[src/rtl/rbi_pkg.sv]
// Package: shared types and idle levels for the reset qualifier and bus gate.
// Assumes the control pins are single bits whose idle level does not depend on
// any width parameter.
package rbi_pkg;

    typedef struct packed {
        logic ads_n;
        logic wr;
        logic dc;
        logic mio;
        logic lock_n;
    } ctl_pins_t;

    localparam ctl_pins_t CTL_IDLE = '{ads_n: 1'b1, wr: 1'b0, dc: 1'b1, mio: 1'b0, lock_n: 1'b1};

endpackage

[src/rtl/rbi_width_meter.sv]
// Module: measures the width of the sampled reset request with a saturating
// counter, qualifies it against a minimum width and decides the self test on
// release. Assumes rst_lvl is already registered to clk.
module rbi_width_meter #(
    parameter int CNT_W        = 7,
    parameter int RESET_MIN    = 15,
    parameter int SELFTEST_MIN = 80
) (
    input  logic             clk,
    input  logic             rst_n,
    input  logic             rst_lvl,
    output logic             core_reset,
    output logic             selftest_req,
    output logic [CNT_W-1:0] run_len
);
    localparam logic [CNT_W-1:0] CNT_MAX  = '1;
    localparam logic [CNT_W-1:0] QUAL_LIM = CNT_W'(RESET_MIN);
    localparam logic [CNT_W-1:0] ST_LIM   = CNT_W'(SELFTEST_MIN);

    logic [CNT_W-1:0] next_len;
    logic             core_reset_q;
    logic             st_q;

    // Next width: count while high, hold at the ceiling, clear when low.
    always_comb begin
        if (!rst_lvl)
            next_len = '0;
        else if (run_len == CNT_MAX)
            next_len = run_len;
        else
            next_len = run_len + 1'b1;
    end

    // Width register.
    always_ff @(posedge clk) begin
        if (!rst_n)
            run_len <= '0;
        else
            run_len <= next_len;
    end

    // Qualified core reset: set once the width reaches the minimum, cleared on release.
    always_ff @(posedge clk) begin
        if (!rst_n)
            core_reset_q <= 1'b0;
        else if (rst_lvl)
            core_reset_q <= core_reset_q | (next_len >= QUAL_LIM);
        else
            core_reset_q <= 1'b0;
    end

    // Self-test pulse: first low cycle after a request long enough for self test.
    always_ff @(posedge clk) begin
        if (!rst_n)
            st_q <= 1'b0;
        else
            st_q <= !rst_lvl && (run_len >= ST_LIM);
    end

    assign core_reset   = core_reset_q;
    assign selftest_req = st_q;

endmodule

[src/rtl/rbi_bus_gate.sv]
// Module: replaces the core's bus outputs with the idle pattern while force is
// high and passes them through otherwise. Purely combinational; assumes the
// caller registers force.
module rbi_bus_gate
    import rbi_pkg::*;
#(
    parameter int ADDR_W = 30,
    parameter int DATA_W = 32,
    parameter int BE_W   = 4
) (
    input  logic              force_idle,
    input  ctl_pins_t         core_ctl,
    input  logic [BE_W-1:0]   core_be_n,
    input  logic [ADDR_W-1:0] core_addr,
    input  logic [DATA_W-1:0] core_data,
    input  logic              core_oe,
    output ctl_pins_t         pin_ctl,
    output logic [BE_W-1:0]   pin_be_n,
    output logic [ADDR_W-1:0] pin_addr,
    output logic [DATA_W-1:0] pin_data,
    output logic              pin_oe
);
    // Select idle levels or the core's values.
    always_comb begin
        if (force_idle) begin
            pin_ctl  = CTL_IDLE;
            pin_be_n = '0;
            pin_addr = '1;
            pin_data = '0;
            pin_oe   = 1'b0;
        end else begin
            pin_ctl  = core_ctl;
            pin_be_n = core_be_n;
            pin_addr = core_addr;
            pin_data = core_data;
            pin_oe   = core_oe;
        end
    end

endmodule

[src/rtl/rbi_hold_gate.sv]
// Module: blocks the bus-hold handshake in both directions while reset forces
// the bus idle, so reset takes precedence over a pending or granted hold.
module rbi_hold_gate (
    input  logic force_idle,
    input  logic hold_req,
    input  logic core_hlda,
    output logic core_hold,
    output logic pin_hlda
);
    // Gate both directions of the handshake.
    always_comb begin
        core_hold = hold_req  && !force_idle;
        pin_hlda  = core_hlda && !force_idle;
    end

endmodule

[src/rtl/reset_bus_gate.sv]
// Module: top of the reset qualifier. Registers the reset request once, measures
// and qualifies its width, and holds the bus and hold handshake idle while the
// request is sampled high or the core is in reset. Assumes cpu_reset_in is
// synchronous to clk.
module reset_bus_gate
    import rbi_pkg::*;
#(
    parameter int CNT_W        = 7,
    parameter int RESET_MIN    = 15,
    parameter int SELFTEST_MIN = 80,
    parameter int ADDR_W       = 30,
    parameter int DATA_W       = 32,
    parameter int BE_W         = 4
) (
    input  logic              clk,
    input  logic              rst_n,
    input  logic              cpu_reset_in,
    input  logic              hold_req,
    input  logic              core_hlda,
    input  logic              core_ads_n,
    input  logic [BE_W-1:0]   core_be_n,
    input  logic [ADDR_W-1:0] core_addr,
    input  logic              core_wr,
    input  logic              core_dc,
    input  logic              core_mio,
    input  logic              core_lock_n,
    input  logic [DATA_W-1:0] core_data_out,
    input  logic              core_data_oe,
    output logic              pin_ads_n,
    output logic [BE_W-1:0]   pin_be_n,
    output logic [ADDR_W-1:0] pin_addr,
    output logic              pin_wr,
    output logic              pin_dc,
    output logic              pin_mio,
    output logic              pin_lock_n,
    output logic [DATA_W-1:0] pin_data_out,
    output logic              pin_data_oe,
    output logic              pin_hlda,
    output logic              core_hold,
    output logic              core_reset,
    output logic              selftest_req
);
    logic             rst_lvl;
    logic             bus_force;
    logic [CNT_W-1:0] run_len;
    ctl_pins_t        core_ctl;
    ctl_pins_t        pin_ctl;

    // Sample the reset request level.
    always_ff @(posedge clk) begin
        if (!rst_n)
            rst_lvl <= 1'b0;
        else
            rst_lvl <= cpu_reset_in;
    end

    rbi_width_meter #(
        .CNT_W(CNT_W), .RESET_MIN(RESET_MIN), .SELFTEST_MIN(SELFTEST_MIN)
    ) u_meter (
        .clk(clk), .rst_n(rst_n), .rst_lvl(rst_lvl),
        .core_reset(core_reset), .selftest_req(selftest_req), .run_len(run_len)
    );

    // Forcing covers the sampled request and the whole qualified reset.
    assign bus_force = rst_lvl | core_reset;

    // Pack the core's control pins.
    always_comb begin
        core_ctl.ads_n  = core_ads_n;
        core_ctl.wr     = core_wr;
        core_ctl.dc     = core_dc;
        core_ctl.mio    = core_mio;
        core_ctl.lock_n = core_lock_n;
    end

    rbi_bus_gate #(
        .ADDR_W(ADDR_W), .DATA_W(DATA_W), .BE_W(BE_W)
    ) u_bus (
        .force_idle(bus_force), .core_ctl(core_ctl), .core_be_n(core_be_n),
        .core_addr(core_addr), .core_data(core_data_out), .core_oe(core_data_oe),
        .pin_ctl(pin_ctl), .pin_be_n(pin_be_n), .pin_addr(pin_addr),
        .pin_data(pin_data_out), .pin_oe(pin_data_oe)
    );

    rbi_hold_gate u_hold (
        .force_idle(bus_force), .hold_req(hold_req), .core_hlda(core_hlda),
        .core_hold(core_hold), .pin_hlda(pin_hlda)
    );

    // Unpack the gated control pins.
    always_comb begin
        pin_ads_n  = pin_ctl.ads_n;
        pin_wr     = pin_ctl.wr;
        pin_dc     = pin_ctl.dc;
        pin_mio    = pin_ctl.mio;
        pin_lock_n = pin_ctl.lock_n;
    end

endmodule

[config.mk]
export PLATFORM = sky130hd
export DESIGN_NAME = reset_bus_gate
export DESIGN_NICKNAME = d
export VERILOG_FILES = /design/src/rtl/rbi_pkg.sv /design/src/rtl/rbi_width_meter.sv /design/src/rtl/rbi_bus_gate.sv /design/src/rtl/rbi_hold_gate.sv /design/src/rtl/reset_bus_gate.sv
export SDC_FILE = /design/constraint.sdc
export NUM_CORES = 1
export LEC_CHECK = 0
export ABC_AREA = 1
export CORE_AREA = 2 2 59 61
export DETAILED_ROUTE_END_ITERATION = 16
export DIE_AREA = 0 0 61 63
export DONT_BUFFER_PORTS = 1
export GPL_TIMING_DRIVEN = 0
export PLACE_DENSITY_LB_ADDON = 0.1
export SLEW_MARGIN = 30
export SYNTH_ARGS = -nofsm -noshare
export SYNTH_HDL_FRONTEND = slang
export SYNTH_SLANG_ARGS = --single-unit
[constraint.sdc]
create_clock -name clk -period 1.6 [get_ports clk]
set_input_delay 0.08 -clock clk [delete_from_list [all_inputs] [get_ports clk]]
set_output_delay 0.08 -clock clk [all_outputs]
set_load 0.02 [all_outputs]
**After elaboration in Yosys (flattened, before gate mapping)**

Index checks and enable logic that the tools add are counted.

- Register bits: 10
- Bits in latches: 0
- RAM bits: 0
- Bits in read-only memories: 0
- Input bits: 77
- Output and inout bits: 76
- Word-level logic and storage cells: 23
- Memories kept: 0

- Add/sub/neg operators: 1
- Multiply operators: 0
- Div/mod/pow operators: 0
- $lt $le $gt $ge: 2
- Eq/ne operators: 1
- Shift-type cells: 0
- Mux-type cells: 7
- Bitwise logic cells: 2
- Reduce and logical (&&, ||, !) cells: 6

Operators with widths:

| cell | count |
|---|---|
| $mux 32 | 1 |
| $mux 30 | 1 |
| $mux 7 | 2 |
| $add 7x1->7 const B | 1 |
| $eq 7x7->1 const B | 1 |
| $ge 7x4->1 const B | 1 |
| $ge 7x7->1 const B | 1 |
| $mux 5 | 1 |
| $mux 4 | 1 |
| $logic_and 1x1->1 | 3 |
| $logic_not 1->1 | 2 |
| $or 1x1->1 | 2 |
| $reduce_and 2->1 | 1 |
| $mux 1 | 1 |

**Longest topological paths before layout**

- Depth in word-level cells: 5
- Depth in mapped cells: 9
- Mapped depth without buffers: 9

**Cells and area by module**

Synthesis repeated with hierarchy kept, for this count alone.

- Cell total of the unflattened synthesis: 233
- Area total of the unflattened synthesis: 1127.3 um2

Modules (own cells, without submodules):

| module | instances | cells an instance | area each (um2) | sequential area each (um2) |
|---|---|---|---|---|
| rbi_bus_gate | 1 | 152 | 591.8 | 0.0 |
| rbi_width_meter | 1 | 71 | 481.7 | 180.2 |
| reset_bus_gate | 1 | 6 | 38.8 | 20.0 |
| rbi_hold_gate | 1 | 4 | 15.0 | 0.0 |

**Worst setup path after synthesis**

No wires, ideal clock.

- Kind: register to register
- From: register u_meter.run_len[0]
- To: register u_meter.core_reset_q, in the netlist u_meter.core_reset
- Library setup time: 0.117 ns
- Arrival: 1.141 ns
- Data required time: 1.483 ns
- Setup slack: 0.342 ns
- Cell stages (with the launch flop): 9
- Buffers on the path: 0
- Clock period less this slack: 1.258 ns
- Path through: dfxtp_1 > ha_1 > nand3_2 > nor2_2 > nand2_1 > nand3_1 > nor2_1 > nand3_1 > nand2_1

- Word-level cells in the longest chain between the ends: 5
- Elaborated cells on any way between the ends: 6
- Those cells by class: 1 x add/sub; 1 x order compare; 1 x eq/ne; 2 x mux; 1 x bitwise

RTL lines:

| item | RTL line | RTL |
|---|---|---|
| from (decl) | rbi_width_meter.sv:14 | `output logic [CNT_W-1:0] run_len` |
| from (signal assigned) | rbi_width_meter.sv:39 | `run_len <= next_len;` |
| $add 7x1->7 or $eq 7x7->1 (tied branches) | rbi_width_meter.sv:31, rbi_width_meter.sv:28 |  |
| $mux 7 * | rbi_width_meter.sv:28 | `else if (run_len == CNT_MAX)` |
| $mux 7 * | rbi_width_meter.sv:26 | `if (!rst_lvl)` |
| $ge 7x4->1 * | rbi_width_meter.sv:47 | `core_reset_q <= core_reset_q \| (next_len >= QUAL_LIM);` |
| $or 1x1->1 * | rbi_width_meter.sv:47 |  |
| to (signal assigned) | rbi_width_meter.sv:47 |  |
| to (decl) | rbi_width_meter.sv:21 | `logic core_reset_q;` |

Mark *: on every way between the ends. The rest lies on a longest branch, timed or not.
A chain may end at the register's enable or synchronous reset.

**Worst setup path in the final report**

- From: register u_meter.core_reset_q, in the netlist u_meter.core_reset
- To: output pin_data_out[22]

- Word-level cells in the longest chain between the ends: 2

RTL lines:

| item | RTL line | RTL |
|---|---|---|
| $or 1x1->1 | reset_bus_gate.sv:65 | `assign bus_force = rst_lvl \| core_reset;` |
| $mux 32 | rbi_bus_gate.sv:25 | `if (force_idle) begin` |
| to (decl) | reset_bus_gate.sv:36 | `output logic [DATA_W-1:0] pin_data_out,` |

No other way between the ends.

==> reports/metrics.yaml <==
postSynthNetCount: 273
area_delta_synth_final_pct: 17.8
crit_path_start_kind: "register"
io-pin-count: 153
synth-edff-count: 0
grt_start_max_net_pins: 11
overflow: 0
hpwl_um: 3000
dp_slack_ps: 131
wl_um: 3460
h-tree-depth: 1
yosysWarnings: 0
hold_class: "in -> reg"
power_density_nw_per_um2: 670
async_reset_ff_frac: 0
synth_compound_area_frac: 0.0447
slew_headroom: 0.724
clk_latency_ps: 260
yosys-top-cells-area: "dfxtp_1, inv_1, nor2_1"
hold_violations: 0
fmax_mhz: 643
synth_xor_area_frac: 0.00824
finClkSkew_ps: 0.576
grt_usage: 0.161
clk_pin_slew_worst_paths_ps: 70
ys_top_cells_by_count: "inv_1, nor2_1, or2_1"
antenna_cells: 0
drv_cap: 0
syn_inst: 194
post-route-util: 0.388
n_fill_cell: 356
worst_pin_slew_ps: 412
dp_cells: 240
fin_crit_sh: 0.973
path_max_fanout: 10
period_needed_ps: 1560
drt_first_pass_iters: 4
core_um2: 3230
via_per_inst: 4.66
drc: 0
ys_seq_area_frac: 0.188
netlist_area_um2: 1060
critPathKind: "reg -> out"
numCtsBuffers: 3
status: "completed"
yosys.cell_count.top_type: "inv_1"
synth_fa_ha_area_frac: 0.0235
dieArea_um2: 3840
setup_slack_ps: 43.8
final_cells: 246
rows: 21
synth_top_cell_area_share: 0.188
rsz0062_at_grt: "true"
first_global_vias: 975
synth-simple-area-share: 0.508
cts_sinks: 10
vdd_drop_max_mv: 0.362
synthMuxAreaShare: 0
fin_nets: 280
syn_avg_cell_area_um2: 5.48
final-max-slew-violation-count: 0
drive_gt1_frac: 0.300
end_kind: "output pin"
synthFlopType: "dfxtp_1"
dr_total_vias: 1146
cp.arrival_ps: 1480
ant_nets: 0
antenna_found_initial: 0
drt_iter0_drc: 35
grt_pass1_wl_um: 4770
die_x_um: 61
cts_tree: "yes"
io_buffers: 0
yosys.area.top_type: "dfxtp_1"
synth_top_family_by_area: "simple AND/OR/NAND/NOR gates"
clockBufferDepth: 2
fp.dieH_um: 63
cts-root-buf: "clkbuf_4"
ys_ff_latch: 10
finalPower_uw: 839
gp_congestion: 0.746
synth_cell_types: 24
finalSetupViolations: 0
avgRoutedWirePerCell_um: 14.0
start_util: 0.329
power_leakage_uw: 0.000718
critPathRequiredTime_ps: 1520
==> worst max-delay path, stage by stage (launching register included) <==
cell and delay (ps):
dfxtp_2 370, nor2_1 90, inv_1 50, buf_2 160
buf_2 200, nor2_1 340
==> path summary, 6_finish.rpt <==
kind                            cells past startpoint                           from                              end  slack, ps
worst max-delay path                                5  u_meter.core_reset$_SDFF_PN0_                 pin_data_out[22]         40
worst min-delay path                                2                          rst_n    u_meter.run_len[4]$_SDFF_PN0_         40
worst max register to register                      8  u_meter.run_len[0]$_SDFF_PN0_    u_meter.core_reset$_SDFF_PN0_        150
worst min register to register                      2  u_meter.run_len[6]$_SDFF_PN0_  u_meter.selftest_req$_SDFF_PN0_        490
==> area by class of cell <==
type	count	area, µm²	share of cell area
Tap cell	46	57.6	0.0460
Timing Repair Buffer	2	20.0	0.0160
Multi-Input combinational cell	122	694	0.554
Inverter	54	203	0.162
Buffer	8	38.8	0.0310
Sequential cell	10	203	0.162
Clock buffer	4	36.3	0.0290
==> repair_timing <==
action,CTS,global route
gates resized for setup,11,19
setup buffers,0,0
setup endpoints to repair,24,61
hold buffers,2,0
hold endpoints to repair,3,0
==> kinds of logic (layout without fill, tap and decap cells) <==
family,count (synthesis),count (layout)
xor gates and xnor gates,1,1
AOI/OAI and AO/OA,7,7
and+or+nand+nor,112,112
adders and majority gates,2,2
buffers and inverters,62,68
DFF,10,10
==> per-layer routing <==
metal	vias to the layer above	part of all wire	track usage
met4	0	0.0055	0.0326
met5	-	0	0
li1	553	-	-
met3	2	0.056	0.0166
met1	536	0.45	0.230
met2	55	0.48	0.258
==> layout by cell type (no fill, tap or decap), types with 3 or more instances in the layout <==
| master | instances |
|---|---|
| buf_2 | 7 |
| dfxtp_1 | 8 |
| nand2_1 | 12 |
| or2_4 | 10 |
| nor2_2 | 17 |
| or2_2 | 13 |
| inv_1 | 53 |
| nand3_1 | 7 |
| clkbuf_4 | 3 |
| nor2_1 | 35 |
| or2_1 | 10 |
==> where the power goes <==
group | leakage [µW] | switching (µW) | internal [µW] | total [µW]
Combinational | 0.000615 | 265 | 88.9 | 354
Sequential | 0.0000817 | 3.56 | 252 | 255
Clock | 0.0000210 | 91.7 | 138 | 230
Total | 0.000718 | 360 | 479 | 839
==> sequential cells by signal, indices dropped and copies added, names as in the netlist <==
| signal | flops |
|---|---|
| u_meter.core_reset | 1 |
| rst_lvl | 1 |
| u_meter.run_len | 7 |
| u_meter.selftest_req | 1 |
==> metrics by stage <==
step	area [µm²]	TNS [ps]	hold WS, ps
finish	1250	0	36.6
global route	1250	-573	51.6
CTS	1200	-53.1	27.8
detailed placement	1120	0	182
global placement	1120	0	186
floorplan	1060	0	173
(Power assumes the default switching activity.)
